[src/rtl/svol_pkg.sv]
package svol_pkg;
  localparam int SAMPLE_W   = 24;
  localparam int CODE_W     = 8;
  localparam int MANT_W     = 16;
  localparam int CODE_MAX   = 48;
  localparam int CODE_MUTE  = -127;
  localparam int OCT_STEPS  = 12;
  localparam int CODE_OFS   = 144;
  localparam int FRAC_BITS  = 14;
  localparam int SHIFT_BASE = FRAC_BITS + CODE_OFS / OCT_STEPS;
  localparam int NCH        = 2;

  typedef logic signed [CODE_W-1:0]   code_t;
  typedef logic signed [SAMPLE_W-1:0] smp_t;

  // fractional gain 2^(k/12) in Q2.14
  function automatic logic [MANT_W-1:0] mant_lut(input int k);
    case (k)
      0:  return 16'd16384;
      1:  return 16'd17358;
      2:  return 16'd18390;
      3:  return 16'd19484;
      4:  return 16'd20643;
      5:  return 16'd21870;
      6:  return 16'd23170;
      7:  return 16'd24548;
      8:  return 16'd26008;
      9:  return 16'd27554;
      10: return 16'd29193;
      11: return 16'd30929;
      default: return 16'd16384;
    endcase
  endfunction

  function automatic code_t clamp_code(input code_t c);
    if (int'(c) > CODE_MAX)  return code_t'(CODE_MAX);
    if (int'(c) < CODE_MUTE) return code_t'(CODE_MUTE);
    return c;
  endfunction
endpackage

[src/rtl/svol_pace.sv]
module svol_pace (
  input  logic       clk_i,
  input  logic       rst_ni,
  input  logic       frame_i,
  input  logic [1:0] rate_i,
  output logic       tick_o,
  output logic       imm_o
);
  logic ph_q;

  always_ff @(posedge clk_i or negedge rst_ni) begin
    if (!rst_ni)      ph_q <= 1'b0;
    else if (frame_i) ph_q <= ~ph_q;
  end

  assign imm_o  = rate_i[1];
  assign tick_o = frame_i & ~rate_i[1] & (~rate_i[0] | ~ph_q);
endmodule

[src/rtl/svol_step.sv]
module svol_step import svol_pkg::*; (
  input  logic  clk_i,
  input  logic  rst_ni,
  input  logic  frame_i,
  input  logic  tick_i,
  input  logic  imm_i,
  input  code_t tgt_i,
  output code_t g_o
);
  code_t g_q;

  always_ff @(posedge clk_i or negedge rst_ni) begin
    if (!rst_ni) g_q <= code_t'(CODE_MUTE);
    else if (imm_i && frame_i) g_q <= tgt_i;
    else if (tick_i) begin
      if (g_q < tgt_i)      g_q <= g_q + code_t'(1);
      else if (g_q > tgt_i) g_q <= g_q - code_t'(1);
    end
  end

  assign g_o = g_q;


  hold_off_frame_chk: assert property (@(posedge clk_i) disable iff (!rst_ni)
    !frame_i |=> $stable(g_q));


  step_up_chk: assert property (@(posedge clk_i) disable iff (!rst_ni)
    (tick_i && !imm_i && g_q < tgt_i) |=> (g_q == $past(g_q) + code_t'(1)));


  step_down_chk: assert property (@(posedge clk_i) disable iff (!rst_ni)
    (tick_i && !imm_i && g_q > tgt_i) |=> (g_q == $past(g_q) - code_t'(1)));


  code_range_chk: assert property (@(posedge clk_i) disable iff (!rst_ni)
    (g_q >= code_t'(CODE_MUTE)) && (g_q <= code_t'(CODE_MAX)));
endmodule

[src/rtl/svol_gain.sv]
module svol_gain import svol_pkg::*; (
  input  code_t code_i,
  input  smp_t  smp_i,
  output smp_t  smp_o
);
  localparam int PROD_W = SAMPLE_W + MANT_W + 1;
  localparam logic signed [PROD_W-1:0] SMAX = PROD_W'((2 ** (SAMPLE_W - 1)) - 1);
  localparam logic signed [PROD_W-1:0] SMIN = -SMAX - PROD_W'(1);

  int ui, oct, idx, sh;
  logic [MANT_W-1:0] mant;
  logic signed [PROD_W-1:0] prod, scaled;

  always_comb begin
    ui   = int'(code_i) + CODE_OFS;
    oct  = ui / OCT_STEPS;
    idx  = ui % OCT_STEPS;
    sh   = SHIFT_BASE - oct;
    mant = mant_lut(idx);
    prod = PROD_W'(smp_i) * PROD_W'($signed({1'b0, mant}));
    scaled = prod >>> sh;
    if (code_i == code_t'(CODE_MUTE)) smp_o = '0;
    else if (scaled > SMAX)           smp_o = smp_t'(SMAX);
    else if (scaled < SMIN)           smp_o = smp_t'(SMIN);
    else                              smp_o = smp_t'(scaled);
  end
endmodule

[src/rtl/svol_top.sv]
module svol_top import svol_pkg::*; (
  input  logic                clk_i,
  input  logic                rst_ni,
  input  logic                frame_i,
  input  logic [SAMPLE_W-1:0] left_i,
  input  logic [SAMPLE_W-1:0] right_i,
  input  logic [CODE_W-1:0]   tgt_l_i,
  input  logic [CODE_W-1:0]   tgt_r_i,
  input  logic [1:0]          link_i,
  input  logic [1:0]          rate_i,
  input  logic                pwr_l_i,
  input  logic                pwr_r_i,
  output logic [SAMPLE_W-1:0] left_o,
  output logic [SAMPLE_W-1:0] right_o,
  output logic                valid_o,
  output logic                done_l_o,
  output logic                done_r_o,
  output logic                off_l_o,
  output logic                off_r_o
);
  logic tick, imm;
  code_t tgt_sel [NCH];
  code_t eff     [NCH];
  code_t g       [NCH];
  smp_t  smp_in  [NCH];
  smp_t  smp_sc  [NCH];
  smp_t  smp_q   [NCH];
  logic  pwr     [NCH];
  logic  valid_q;

  assign smp_in[0] = smp_t'(left_i);
  assign smp_in[1] = smp_t'(right_i);
  assign pwr[0]    = pwr_l_i;
  assign pwr[1]    = pwr_r_i;


  always_comb begin
    case (link_i)
      2'd1:    begin tgt_sel[0] = code_t'(tgt_l_i); tgt_sel[1] = code_t'(tgt_l_i); end
      2'd2:    begin tgt_sel[0] = code_t'(tgt_r_i); tgt_sel[1] = code_t'(tgt_r_i); end
      default: begin tgt_sel[0] = code_t'(tgt_l_i); tgt_sel[1] = code_t'(tgt_r_i); end
    endcase
  end

  svol_pace u_pace (
    .clk_i  (clk_i),
    .rst_ni (rst_ni),
    .frame_i(frame_i),
    .rate_i (rate_i),
    .tick_o (tick),
    .imm_o  (imm)
  );

  for (genvar c = 0; c < NCH; c++) begin : g_ch
    assign eff[c] = pwr[c] ? clamp_code(tgt_sel[c]) : code_t'(CODE_MUTE);

    svol_step u_step (
      .clk_i  (clk_i),
      .rst_ni (rst_ni),
      .frame_i(frame_i),
      .tick_i (tick),
      .imm_i  (imm),
      .tgt_i  (eff[c]),
      .g_o    (g[c])
    );

    svol_gain u_gain (
      .code_i(g[c]),
      .smp_i (smp_in[c]),
      .smp_o (smp_sc[c])
    );

    always_ff @(posedge clk_i or negedge rst_ni) begin
      if (!rst_ni)      smp_q[c] <= '0;
      else if (frame_i) smp_q[c] <= smp_sc[c];
    end
  end

  always_ff @(posedge clk_i or negedge rst_ni) begin
    if (!rst_ni) valid_q <= 1'b0;
    else         valid_q <= frame_i;
  end

  assign left_o   = smp_q[0];
  assign right_o  = smp_q[1];
  assign valid_o  = valid_q;
  assign done_l_o = (g[0] == eff[0]);
  assign done_r_o = (g[1] == eff[1]);
  assign off_l_o  = ~pwr_l_i & (g[0] == code_t'(CODE_MUTE));
  assign off_r_o  = ~pwr_r_i & (g[1] == code_t'(CODE_MUTE));


  out_hold_chk: assert property (@(posedge clk_i) disable iff (!rst_ni)
    !frame_i |=> ($stable(left_o) && $stable(right_o)));
endmodule

[config.mk]
export PLATFORM = sky130hd
export DESIGN_NAME = svol_top
export DESIGN_NICKNAME = d
export VERILOG_FILES = /design/src/rtl/svol_pkg.sv /design/src/rtl/svol_pace.sv /design/src/rtl/svol_step.sv /design/src/rtl/svol_gain.sv /design/src/rtl/svol_top.sv
export SDC_FILE = /design/constraint.sdc
export NUM_CORES = 2
export LEC_CHECK = 0
export ABC_AREA = 1
export CAP_MARGIN = 20
export CORE_UTILIZATION = 50
export DETAILED_ROUTE_END_ITERATION = 10
export DONT_BUFFER_PORTS = 1
export PLACE_DENSITY = 0.75
export SYNTH_ARGS = -nofsm -noshare
export SYNTH_HDL_FRONTEND = slang
export SYNTH_SLANG_ARGS = --single-unit
[constraint.sdc]
create_clock -name clk_i -period 13.7 [get_ports clk_i]
set_input_delay 0.685 -clock clk_i [delete_from_list [all_inputs] [get_ports clk_i]]
set_output_delay 0.685 -clock clk_i [all_outputs]
set_load 0.03 [all_outputs]
## Word-level counts from Yosys, hierarchy flattened

Memories as Yosys holds them, arrays and structs flattened.
Cells that the tools add are included.
W data, S select, Z words.

- Output and inout bits: 53
- Flip-flop bits (word level): 66
- Memories: 2
- Bits in read-only memories: 448
- Bits of input ports: 73

Memories:

| name | words | width | rd ports | clocked after Yosys merged registers in | write ports | line | text |
|---|---|---|---|---|---|---|---|
| (no name shown) | 16 | 14 | 1 | 0 | 0 | svol_pkg.sv:18 | `case (k)` |
| (no name shown) | 16 | 14 | 1 | 0 | 0 | svol_pkg.sv:18 |  |

- $add $sub $neg: 8
- Multiplexer cells: 33
- $mul: 2
- Equal/unequal tests: 6
- $lt $le $gt $ge: 12
- Shift-type cells: 2
- Div/mod/pow operators: 4
- Bitwise operators: 10
- Reductions and logical operators: 8

Operators with widths:

| cell | count |
|---|---|
| $mux W24 | 6 |
| $mux W8 | 18 |
| $gt A41 B24 Y1 const B | 2 |
| $lt A41 B24 Y1 const B | 2 |
| $mul A24 B17 Y41 | 2 |
| $sshr A41 B32 Y41 | 2 |
| $div A32 B5 Y32 const B | 2 |
| $mod A32 B5 Y32 const B | 2 |
| $sub A6 B32 Y32 const A | 2 |
| $logic_not A28 Y1 | 2 |
| $mux W16 | 2 |
| $pmux W16 S2 | 1 |
| $add A8 B9 Y10 const B | 2 |
| $add A8 B2 Y8 const B | 2 |
| $eq A8 B8 Y1 | 2 |
| $eq A8 B8 Y1 const B | 2 |
| $gt A8 B7 Y1 const B | 2 |
| $gt A8 B8 Y1 | 2 |
| $lt A8 B8 Y1 | 2 |
| $lt A8 B8 Y1 const B | 2 |
| $sub A8 B2 Y8 const B | 2 |
| $mux W1 | 6 |
| $reduce_bool A3 Y1 | 2 |
| $not A1 Y1 | 5 |
| 7 further kinds | 11 |

## Longest topological paths before layout

- Depth after elaboration: 13
- Depth in mapped cells: 88
- Depth with buffers taken out: 85

## Modules after synthesis

Synthesis repeated with hierarchy kept, for this count alone.

- Cell total of the unflattened synthesis: 5908
- Area, all modules: 40610.2 um2

By module, submodules not included:

| module | area an instance (um2) | seq. area each (um2) | times used | cells each |
|---|---|---|---|---|
| svol_gain (g_ch[1].u_gain) | 18049.8 | 0.0 | 1 | 2658 |
| svol_gain (g_ch[0].u_gain) | 17814.6 | 0.0 | 1 | 2617 |
| svol_top | 2832.7 | 1226.2 | 1 | 322 |
| svol_step | 923.4 | 202.7 | 2 | 150 |
| svol_pace | 66.3 | 25.0 | 1 | 11 |

## Worst setup path after synthesis

OpenSTA, ideal clock, no wires.

- Path type: reg2reg
- From: register g_ch[1].u_step.g_q[4]
- To: register smp_q, in the netlist right_o[10]
- Stages on the path, launching flop included: 76
- Arrival: 11.553 ns
- Buffers on the path: 5
- Path slack: 2.030 ns
- Required time: 13.583 ns
- Clock period less this slack: 11.670 ns
- Path through: dfrtp_1 > ha_1 > nand2_1 > nor2_1 > nor2_1 > ha_1 > inv_1 > nand2_1 > nand2_1 > nand2_1 > nor2_2 > nand2_1 > nand2_1 > nand3_2 > nand2_2 > nand2_1 > nand3_2 > nand3_2 > [40 not listed] > o21ai_0 > nand4_1 > nand3_1 > nand3_1 > nand2_1 > o21ai_1 > nor2_1 > nor2_1 > nand3_1 > nor2_1 > nand2_1 > nor2_1 > nand3_1 > nand3_2 > buf_4 > nand2_1 > nand2_1 > nand2_1

- Word-level cells in the longest chain between the ends: 10

Ends and longest elaborated chain:

| item | line | text |
|---|---|---|
| start: declaration | svol_step.sv:10 | `code_t g_q;` |
| start signal: assignment | svol_step.sv:13 | `if (!rst_ni) g_q <= code_t'(CODE_MUTE);` |
| start signal: assignment | svol_step.sv:14 | `else if (imm_i && frame_i) g_q <= tgt_i;` |
| start signal: assignment | svol_step.sv:16 | `if (g_q < tgt_i) g_q <= g_q + code_t'(1);` |
| $add A8 B9 Y10 | svol_gain.sv:15 | `ui = int'(code_i) + CODE_OFS;` |
| $mod A32 B5 Y32 | svol_gain.sv:17 | `idx = ui % OCT_STEPS;` |
| $mem_v2 Z16 W14 or $logic_not A28 Y1 (tied branches) | -- |  |
| $mux W16 | svol_pkg.sv:18 |  |
| $mul A24 B17 Y41 | svol_gain.sv:20 | `prod = PROD_W'(smp_i) * PROD_W'($signed({1'b0, mant}));` |
| $sshr A41 B32 Y41 | svol_gain.sv:21 | `scaled = prod >>> sh;` |
| $lt A41 B24 Y1 | svol_gain.sv:24 | `else if (scaled < SMIN) smp_o = smp_t'(SMIN);` |
| $mux W24 | svol_gain.sv:24 |  |
| $mux W24 | svol_gain.sv:23 | `else if (scaled > SMAX) smp_o = smp_t'(SMAX);` |
| $mux W24 (*) | svol_gain.sv:22 | `if (code_i == code_t'(CODE_MUTE)) smp_o = '0;` |
| end signal: indexed assignment | svol_top.sv:75 | `else if (frame_i) smp_q[c] <= smp_sc[c];` |
| end: declaration | svol_top.sv:27 | `smp_t smp_q [NCH];` |

Mark *: on every way between the ends. The rest lies on a longest branch, timed or not.
A chain may end at the register's enable or synchronous reset.

## Worst setup path after layout

- From: register g_ch[1].u_step.g_q[4]
- To: register smp_q, in the netlist right_o[6]

The elaborated chain is that of the path after synthesis.

==> flow_summary.yaml <==
global_routing:
  overflow: 0
  grt_start_max_net_pins: 66
  antenna_found_initial: 0
  grt_pass1_vias: 36200
  gr-usage-all-layers_pct: 29.2
  grtUsageMet3_pct: 6.54
  grt_use_met1_pct: 41.6
  grt_pass1_wl_um: 187000
  met2_usage_pct: 45.2
  top_usage_layer: "met2"
setup_path:
  crit_top_cell: "nand2_1"
  regToRegSetupSlack_ns: 1.03
  critPathLaunch: "g_ch[1].u_step.g_o[4]$_DFFE_PN0P_"
  worstSetupEndpointType: "register"
  regToRegStartpoint: "g_ch[1].u_step.g_o[4]$_DFFE_PN0P_"
  r2r_end: "right_o[6]$_DFFE_PN0P_"
  path_class: "register to register"
  cp_max_fo: 32
  slowest_stage: "fa_1"
  critPathMaxStageDelay_ns: 0.61
  critPathCapture: "right_o[6]$_DFFE_PN0P_"
  cp.arrival_ns: 12.92
  cp.required_ns: 13.95
  worstSetupStartpointType: "register"
  worst-r2r-cell-count: 70
die:
  die_w_um: 282
  core-area_um2: 77300
  ios: 126
  initial_utilization_pct: 50.5
  row_count: 102
  die_h_um: 282
  die_area_um2: 79300
placed_design:
  hpwlAfterDp_um: 93400
  io_buffers: 0
  gp_congestion: 0.981
routing:
  wl_per_cell_um: 17.1
  vias_per_cell: 5.56
  drt_iter0_drc: 3404
  vias: 36400
  drc: 0
  ant_nets: 0
  firstDrtPassIters: 6
  totalWireLength_um: 112000
status:
  outcome: "finished clean"
final_layout:
  diodes: 0
  design.final.nets: 6537
  nFillCells: 7654
  area_delta_synth_final_pct: 3.73
  layout-drive-gt1-share_pct: 3.63
sta:
  final-hold-violation-count: 0
  slew_headroom_pct: 22.2
  timing.hold.ws_ns: 0.0134
  setup_tns_ns: 0
  setup_viol: 0
  slew_violations: 0
  post-route-period-util_pct: 92.5
  period_minus_slack_ns: 12.67
  clock_skew_ns: 0.0203
  worstMarginPinSlew_ns: 1.16
  fmax_ghz: 0.0789
run:
  drv_cap: 0
yosys:
  syn_inst: 5642
  synthArstFlopShare_pct: 100
  yosysSeqAreaShare_pct: 4.24
  synth_most_common_cell: "nand2_1"
  synthTopCellsByArea: "fa_1 (36%), nand2_1 (13%), inv_1 (11%), nand3_1 (8.3%), ha_1 (8.2%)"
  yosysTopAreaCell: "fa_1"
  synthTopCellsByCount: "nand2_1 (1370), inv_1 (1159), fa_1 (706), nand3_1 (650), nor2_1 (476)"
  ys_types: 62
  yosysWarnings: 0
  yosys_register_bits: 66
  synth_edf_count: 0
  syn_nets: 6677
  synth-main-ff-cell: "dfrtp_1"
  yosys.area.top_type_share_pct: 36.2
  syn-cell-area_um2: 39100
  synth_area_per_cell_um2: 6.93
clocking:
  ctsRootBufferMaster: "clkbuf_16"
  cts.sinks: 66
  numCtsBuffers: 9
  clock_latency_ns: 0.38
  cts_tree: "done"
  htree_num_levels: 3
  cts_buffer_depth: 2
  clk_pin_slew_worst_paths_ns: 0.06
hold_path:
  hold_path.class: "input port to async pin"
worst min-delay path by stage:
stage / endpoint / slack [ns]
after global placement: valid_o$_DFF_PN0_ / 0.39
after CTS: valid_o$_DFF_PN0_ / 0.002
after floorplan: g_ch[0].u_step.g_o[1]$_DFFE_PN0P_ / 0.39
after detailed placement: valid_o$_DFF_PN0_ / 0.39
final: right_o[15]$_DFFE_PN0P_ / 0.01
after global routing: g_ch[1].u_step.g_o[4]$_DFFE_PN0P_ / 0.0007
logic make-up after synthesis:
kind of cell / count (synthesis) / share of synthesized area (%)
and+or+nand+nor: 2661 / 29.0
buffers and inverters: 1425 / 14.0
adders and majority gates: 962 / 44.4
AOI/OAI and AO/OA: 437 / 6.35
xor gates and xnor gates: 91 / 2.04
DFF: 66 / 4.24
repair_timing:
item / CTS / global route
gates resized for setup: 8 / 49
buffers inserted: 1 / 9
endpoints found under the hold margin: 2 / 4
hold buffers: 2 / 3
pin swaps: 0 / 3
gates cloned: 1 / 0
setup endpoints to repair: 46 / 46
layout by cell type, fill, tap and decap left out, types with 7 or more instances in the layout:
cell type   Yosys  routed
nor3_1         13      13
nor2_1        476     472
a21oi_1       163     158
a21o_1          9       9
nand4_1        94      94
clkinvlp_4      0      12
a211oi_1        7       7
inv_1        1159    1152
dfrtp_1        62      58
a21oi_2         2       7
clkbuf_16       0       9
nand3_1       650     648
o21ai_1         9      11
fa_1          706     704
ha_1          256     256
inv_2          18      17
xor2_1         58      57
o21bai_1       11      11
buf_4          11      65
nand2_1      1370    1360
nand2_2        11      17
o21ai_0       164     160
o21a_1          8       8
o211ai_1       11      11
xnor2_1        33      33
a31oi_1         8       8
clkinv_1       21      16
nand3_2        15      16
registers in the layout, summed over array words and instances (netlist names):
| name | cells |
|---|---|
| right_o | 24 |
| valid_o | 1 |
| left_o | 24 |
| u_pace.ph_q | 1 |
| g_ch.u_step.g_o | 16 |
worst max-delay path, delay by kind of cell (launching register included):
kind            cells  cell delay, ns
compound gates      7            1.35
xor+xnor            1            0.18
fa+ha+maj           9            4.05
buf+inv            12            1.54
flops               1            0.49
simple gates       41            4.86
layout make-up:
cell class	instances	area, um^2	share of cell area (%)
multi-input cells	4151	32100	79.2
inverters	1200	4550	11.2
repair inverters	1	7.51	0.0185
flip-flops and latches	66	1660	4.10
clock inverters	6	88.8	0.219
clock buffers	10	229	0.565
repair buffers	73	598	1.48
well taps	1040	1300	3.21
metrics by stage:
step                std cells  setup WS [ns]  utilization (%)  instance area [um^2]
floorplan                5642           2.03                -                 39100
global placement         6514          0.101             51.6                 39900
detailed placement       6514         -0.390             51.6                 39900
CTS                      6534         0.0397             52.0                 40200
global route             6547        -0.0376             52.4                 40500
finish                   6547           1.03             52.4                 40500
routing by layer:
metal	vias to the layer above	share of wire [%]	routed length (um)
li1	17000	-	-
met1	17600	43	48600
met2	1617	44	49400
met3	210	10	11300
met4	0	2.5	2810
met5	-	0	0
Power is not shown: default switching activity piles up to over one toggle a cycle in this logic, so the estimate is an artifact.
